===== config.mk =====
export PLATFORM = sky130hd
export DESIGN_NAME = aal1_rx_filter
export DESIGN_NICKNAME = d
export VERILOG_FILES = /design/src/rtl/aal1_rx_filter.sv
export SDC_FILE = /design/constraint.sdc
export NUM_CORES = 1
export LEC_CHECK = 0
export ABC_AREA = 0
export BUFFER_PORTS_ARGS = -buffer_cell sky130_fd_sc_hd__buf_4
export CORE_ASPECT_RATIO = 0.6
export CORE_MARGIN = 1.5
export CORE_UTILIZATION = 51
export CTS_CLUSTER_SIZE = 24
export DETAILED_ROUTE_END_ITERATION = 7
export PLACE_DENSITY = 0.73
export SLEW_MARGIN = 20
export SYNTH_ARGS = -nofsm -noshare
export SYNTH_HDL_FRONTEND = slang
export SYNTH_SLANG_ARGS = --single-unit
export TNS_END_PERCENT = 30

===== constraint.sdc =====
create_clock -name clk -period 7.1 [get_ports clk]
set_input_delay 2.13 -clock clk [delete_from_list [all_inputs] [get_ports clk]]
set_output_delay 2.13 -clock clk [all_outputs]
set_load 0.05 [all_outputs]

===== src/rtl/aal1_rx_filter.sv =====
`timescale 1ns/1ps
module aal1_rx_filter #(
  parameter int NCHAN = 4,
  parameter int LUT_N = 8,
  parameter int VPI_W = 8,
  parameter int VCI_W = 16,
  parameter int PAY   = 47,
  localparam int CH_W   = (NCHAN > 1) ? $clog2(NCHAN) : 1,
  localparam int IDX_W  = (LUT_N > 1) ? $clog2(LUT_N) : 1,
  localparam int CNT_W  = $clog2(PAY),
  localparam int ADDR_W = $clog2(NCHAN * PAY)
) (
  input  logic              clk,
  input  logic              rst_n,
  input  logic              map_we,
  input  logic [IDX_W-1:0]  map_idx,
  input  logic              map_valid,
  input  logic [VPI_W-1:0]  map_vpi,
  input  logic [VCI_W-1:0]  map_vci,
  input  logic [CH_W-1:0]   map_chan,
  input  logic              cell_valid,
  input  logic              cell_sop,
  input  logic [7:0]        cell_byte,
  input  logic [VPI_W-1:0]  cell_vpi,
  input  logic [VCI_W-1:0]  cell_vci,
  output logic              buf_we,
  output logic [ADDR_W-1:0] buf_addr,
  output logic [7:0]        buf_data,
  output logic              flag_set,
  output logic [CH_W-1:0]   flag_chan,
  output logic              drop_pulse,
  output logic              hdr_fixed_pulse,
  output logic              hdr_bad_pulse,
  output logic              seq_err_pulse,
  output logic [CH_W-1:0]   seq_err_chan
);

  logic             tbl_v   [LUT_N];
  logic [VPI_W-1:0] tbl_vpi [LUT_N];
  logic [VCI_W-1:0] tbl_vci [LUT_N];
  logic [CH_W-1:0]  tbl_ch  [LUT_N];

  logic             synced  [NCHAN];
  logic [2:0]       expc    [NCHAN];

  logic             busy, act;
  logic [CNT_W-1:0] cnt;
  logic [CH_W-1:0]  cur_ch;

  function automatic logic [2:0] rem7(input logic [6:0] v);
    logic [6:0] r;
    r = v;
    for (int i = 6; i >= 3; i--)
      if (r[i]) r = r ^ (7'b0001011 << (i - 3));
    return r[2:0];
  endfunction

  logic            hit;
  logic [CH_W-1:0] hit_ch;
  always_comb begin
    hit    = 1'b0;
    hit_ch = '0;
    for (int i = LUT_N - 1; i >= 0; i--)
      if (tbl_v[i] && tbl_vpi[i] == cell_vpi && tbl_vci[i] == cell_vci) begin
        hit    = 1'b1;
        hit_ch = tbl_ch[i];
      end
  end

  wire [2:0] syn     = rem7(cell_byte[7:1]);
  wire       par_bad = ^cell_byte;

  logic [2:0] sc_flip;
  always_comb begin
    sc_flip = '0;
    for (int k = 3; k <= 5; k++)
      if (syn != 3'd0 && rem7(7'(1) << k) == syn) sc_flip[k-3] = 1'b1;
  end

  wire [2:0] sc       = cell_byte[6:4] ^ sc_flip;
  wire       hdr_ok   = (syn == 3'd0) || par_bad;
  wire       start    = cell_valid && cell_sop && !busy;
  wire       accept   = start && hit && hdr_ok;
  wire       mismatch = synced[hit_ch] && (expc[hit_ch] != sc);
  wire       pay_in   = busy && cell_valid;
  wire       last     = (cnt == CNT_W'(PAY - 1));

  always_ff @(posedge clk or negedge rst_n) begin
    if (!rst_n) begin
      for (int i = 0; i < LUT_N; i++) begin
        tbl_v[i]   <= 1'b0;
        tbl_vpi[i] <= '0;
        tbl_vci[i] <= '0;
        tbl_ch[i]  <= '0;
      end
    end else if (map_we) begin
      tbl_v[map_idx]   <= map_valid;
      tbl_vpi[map_idx] <= map_vpi;
      tbl_vci[map_idx] <= map_vci;
      tbl_ch[map_idx]  <= map_chan;
    end
  end

  always_ff @(posedge clk or negedge rst_n) begin
    if (!rst_n) begin
      for (int c = 0; c < NCHAN; c++) begin
        synced[c] <= 1'b0;
        expc[c]   <= '0;
      end
    end else begin
      for (int c = 0; c < NCHAN; c++) begin
        if (map_we && map_valid && map_chan == CH_W'(c)) begin
          synced[c] <= 1'b0;
        end else if (accept && hit_ch == CH_W'(c)) begin
          synced[c] <= 1'b1;
          expc[c]   <= sc + 3'd1;
        end
      end
    end
  end

  always_ff @(posedge clk or negedge rst_n) begin
    if (!rst_n) begin
      busy   <= 1'b0;
      act    <= 1'b0;
      cnt    <= '0;
      cur_ch <= '0;
    end else if (start) begin
      busy   <= 1'b1;
      act    <= accept;
      cnt    <= '0;
      cur_ch <= hit_ch;
    end else if (pay_in) begin
      cnt <= cnt + CNT_W'(1);
      if (last) busy <= 1'b0;
    end
  end

  always_ff @(posedge clk or negedge rst_n) begin
    if (!rst_n) begin
      buf_we          <= 1'b0;
      buf_addr        <= '0;
      buf_data        <= '0;
      flag_set        <= 1'b0;
      flag_chan       <= '0;
      drop_pulse      <= 1'b0;
      hdr_fixed_pulse <= 1'b0;
      hdr_bad_pulse   <= 1'b0;
      seq_err_pulse   <= 1'b0;
      seq_err_chan    <= '0;
    end else begin
      buf_we          <= pay_in && act;
      flag_set        <= pay_in && act && last;
      flag_chan       <= (pay_in && act && last) ? cur_ch : '0;
      if (pay_in && act) begin
        buf_addr <= ADDR_W'(cur_ch) * ADDR_W'(PAY) + ADDR_W'(cnt);
        buf_data <= cell_byte;
      end
      drop_pulse      <= start && !hit;
      hdr_bad_pulse   <= start && hit && !hdr_ok;
      hdr_fixed_pulse <= accept && par_bad;
      seq_err_pulse   <= accept && mismatch;
      seq_err_chan    <= (accept && mismatch) ? hit_ch : '0;
    end
  end

endmodule


## Word-level counts from Yosys, hierarchy flattened

Cells that the tools add are included.

- Add/sub/neg operators: 3
- Multipliers: 1
- Order comparisons: 3
- Equal/unequal tests: 27
- Muxes and demuxes: 56
- Bitwise logic cells: 11
- Reduce and logical (&&, ||, !) cells: 61

Operators with widths:

| cell | number |
|---|---|
| 128-bit bitwise mux | 1 |
| 16-bit == test | 8 |
| 64-bit bitwise mux | 1 |
| 8-bit == test | 8 |
| 16-bit demux with 3-bit select | 1 |
| 1-bit logical AND | 41 |
| 1-bit 2-to-1 mux | 25 |
| 8-bit demux with 3-bit select | 1 |
| 2-bit 2-to-1 mux | 12 |
| 16-bit bitwise mux | 1 |
| 16-bit 2-to-1 mux | 1 |
| 6-bit 2-to-1 mux | 2 |
| 2-bit nonzero test | 6 |
| 2-bit AND reduction | 5 |
| 3-bit 2-to-1 mux | 3 |
| 8-bit by 6-bit adder with 8-bit output | 1 |
| 8-bit bitwise mux | 1 |
| 2-bit == test, second input constant | 4 |
| 2-bit by 6-bit multiplier with 8-bit output, second input constant | 1 |
| 8-bit 2-to-1 mux | 1 |
| 2-bit inverter | 4 |
| 8-bit parity | 1 |
| 6-bit by 1-bit adder with 6-bit output, second input constant | 1 |
| 3-bit binary-select mux with 2-bit select | 1 |
| other kinds (23) | 31 |

- Register bits after elaboration: 268
- Bits of input ports: 67
- Logic and storage cells: 216

## Depth between registers and ports, before layout

- Depth after elaboration: 19
- Depth in mapped cells: 14
- Gate-level depth less buffers: 11

## Worst setup path before layout

No wires, ideal clock.

- Path kind: input to register
- From: input cell_vpi[1]
- To: register seq_err_chan[1]
- Arrival: 5.037 ns
- Required time: 6.993 ns
- Path slack: 1.956 ns
- Stages: 12
- Cell sequence: buf_4 xnor2_2 nand4_1 or4_4 or2_4 a311oi_4 nor2_1 a2111o_1 o2111a_1 nor3_2 and3b_4 a2111oi_4

- Word-level cells in the longest chain between the ends: 19
- Elaborated cells between the ends (all ways): 53
- Those cells by class: eq/ne (9); mux (23); bitwise (1); reduce/logical (20)

RTL lines:

| element | line | RTL |
|---|---|---|
| from (decl) | 24 | `input logic [VPI_W-1:0] cell_vpi,` |
| 8-bit == test | 64 | `if (tbl_v[i] && tbl_vpi[i] == cell_vpi && tbl_vci[i] == cell_vci) begin` |
| 1-bit logical AND (2 in series) | 64 |  |
| 2-bit 2-to-1 mux (8 in series) | 64 |  |
| 2-bit inverter with 3-bit output (implied by the code) | 84 | `wire mismatch = synced[hit_ch] && (expc[hit_ch] != sc);` |
| 3-bit binary-select mux with 2-bit select | 84 |  |
| 3-bit 2-to-1 mux (implied by the code) (2 in series) | 84 |  |
| 3-bit inequality test | 84 |  |
| 1-bit logical AND | 84 |  |
| 1-bit logical AND | 163 | `seq_err_chan <= (accept && mismatch) ? hit_ch : '0;` |
| 2-bit 2-to-1 mux (*) | 163 |  |
| to (signal assigned) | 163 |  |
| to (decl) | 35 | `output logic [CH_W-1:0] seq_err_chan` |

Every way passes the cells marked *; elsewhere a longest branch is shown, timed or not. The select of a mux whose other input is x is not followed.
A chain may end at the register's enable or synchronous reset.

## Final worst setup path

- From: input cell_vpi[3]
- To: register seq_err_chan[1]

The elaborated chain is that of the path after synthesis.

==> metrics.cfg <==
[clock_tree]
cts-root-buf = clkbuf_16
cts_tree = done
post_cts_resized = 0
clock_path_buffers = 3
cts_setup_buffers = 0
cts_made_buffers = 26
clock_latency_ps = 550
cts_htree_levels = 1
clock_sinks = 268
postCtsHoldBufs = 0
path_clk_slew_ps = 70

[grt]
grt_pass1_vias = 10100
grt_pass1_wl_um = 66400
grt_overflow = 0
grt_use_total_pct = 31.6
grt_max_degree = 148
grt_antenna_before_repair = 1

[worst_setup_path]
path_cells = buf_4, xnor2_1, nand4_1, nor4_1, nand3_1, o211a_1, a2111oi_0, o21ai_0, o2111a_1, nor3_2, and3b_4, a2111oi_4
crit_slowest_cell = a2111oi_0
cp_max_fo = 8
worstPathRequired_ps = 7550
cp.arrival_ps = 6110
crit_type = in2reg
slowest_delay_ps = 900
start_kind = primary input
critPathCaptureType = register

[logic_synthesis]
synth-edff-count = 0
synth_area_leaders = dfrtp_1, mux2_2, xnor2_1
synth_cells = 1210
yosysWarningCount = 0
synth_seq_cells = 268
ys_dominant_reg_cell = dfrtp_1
ys_types = 68
yosysTopAreaCellShare_pct = 46.6
yosys.area.top_type = dfrtp_1
ys_seq_area_share_pct = 46.6
synthArstFlopShare_pct = 100
syn_nets = 1293
syn_avg_cell_area_um2 = 11.9
synth_area_um2 = 14400

[timing]
maxSlewViolCount = 0
rsz0062_at_grt = no
final_min_period_over_clock_period_pct = 79.7
period_needed_ps = 5660
worstMarginPinSlew_ps = 1010
fmax_mhz = 177
fin_tns_setup_ps = 0
slew_headroom_pct = 31.1
finalHoldViolCount = 0
setup_viol = 0
setup_ws_ps = 1440
finClkSkew_ps = 16.4

[routing]
antenna_left = 0
drt_iter0_drc = 1152
dr_total_vias = 10300
vias_per_cell = 6.21
wl_met1_um = 21200
wl_met3_um = 5680
drcViolationCount = 0
wl_met2_um = 17600
postRouteWirelength_um = 45300
drt_first_pass_iters = 5
top_layer = met5
wl_per_cell_um = 27.2

[final_layout]
layout_common_cells = dfrtp_1, mux2_2, xnor2_1
final_cell_area_um2 = 16200
fill_cells = 2353
drive_above_1_share_pct = 30.8
layout_commonest_cell = dfrtp_1
fin_nets = 1367
antenna_cells = 0
syn2layout_area_growth_pct = 12.3

[place]
dp_hpwl_um = 33900
numPortBuffers = 92
place_area_um2 = 15300
place_ws_ps = 1040
globalplace.congestion = 0.986

[floorplan]
core_um2 = 27600
die_width_um = 220
fp-row-count = 47
start_util_pct = 52.0
die_h_um = 133
dieArea_um2 = 29200
ios = 93

[run_status]
status = completed

[pwr]
leakage_nw = 6.80
power_density_nw_per_um2 = 283
ir_drop_v = 0.000251

[hold_path]
hold_path.class = reg2reg

[job]
maxCapViolCount = 0

[through the flow]
stage	total power [mW]	cells	hold WS [ps]	util [%]
after floorplan	2.71	1210	463	-
after global placement	3.14	1623	469	55.5
after detailed placement	3.18	1623	478	55.5
after CTS	4.53	1666	495	58.4
after global routing	4.73	1666	511	58.4
final	4.57	1666	490	58.4
[final timing paths]
path	startpoint	to	slack [ps]	cells after the start
setup / recovery	cell_vpi[3]	seq_err_chan[1]	1440	12
hold / removal	buf_addr[5]	buf_addr[5]	490	2
max in group asynchronous	rst_n	tbl_ch[10]	3990	2
min in group asynchronous	rst_n	tbl_vci[72]	1670	1
setup reg to reg	tbl_vci[88]	seq_err_chan[1]	2830	11
hold reg to reg	buf_addr[5]	buf_addr[5]	490	2
[critical path, delay by kind of cell]
kind,cells,cell delay (ps)
xor gates and xnor gates,1,390
buffers and inverters,1,180
and+or+nand+nor,5,1550
AOI/OAI and AO/OA,5,1860
[final cells by class]
type                    count  area, um2  share of cell area, %
multi-input cells         865       7300                   45.2
flip-flops and latches    268       6710                   41.5
repair buffers            104        801                   4.96
clock buffers              40        795                   4.92
well taps                 367        459                   2.84
inverters                  19       71.3                  0.442
clock inverters             3       17.5                  0.108
[metal layers]
layer	track usage, %	vias to the layer above
met1	49.2	5317
met2	40.8	457
met4	4.80	4
met5	2.50	-
met3	12.9	57
li1	-	4513
[cell usage after synthesis, drive strengths merged, types with 10 or more instances]
cell type and n:
buf 29, nor4 33, inv 19, dfrtp 268
xor2 72, xnor2 141, nand3 23, clkbuf 29
nor3 19, nand4 69, mux2 236, ha 12
a21oi 14, and3 10, o21ai 27, nor2 26
mux2i 13, nand2 57
[registers in the layout (all words and copies together) (netlist names), 2 cells and up]
signal / cells
buf_addr: 8
buf_data: 8
cnt: 6
cur_ch: 2
expc: 12
flag_chan: 2
seq_err_chan: 2
synced: 4
tbl_ch: 16
tbl_v: 8
tbl_vci: 128
tbl_vpi: 64
[power by group]
group	total (mW)	switching, mW	internal [mW]
Combinational	1.16	0.685	0.479
Clock	1.36	0.599	0.763
Sequential	2.04	0.233	1.81
[cell families (layout without fill, tap and decap cells)]
group           count (synthesis)  after routing  synth area share (%)
simple gates                  297            297                  11.8
flops                         268            268                  46.6
mux                           249            249                  19.4
xor+xnor                      213            213                  13.3
compound gates                 90             90                  4.58
buf+inv                        77            166                  2.71
fa+ha+maj                      16             16                  1.60
(Power assumes the default switching activity.)
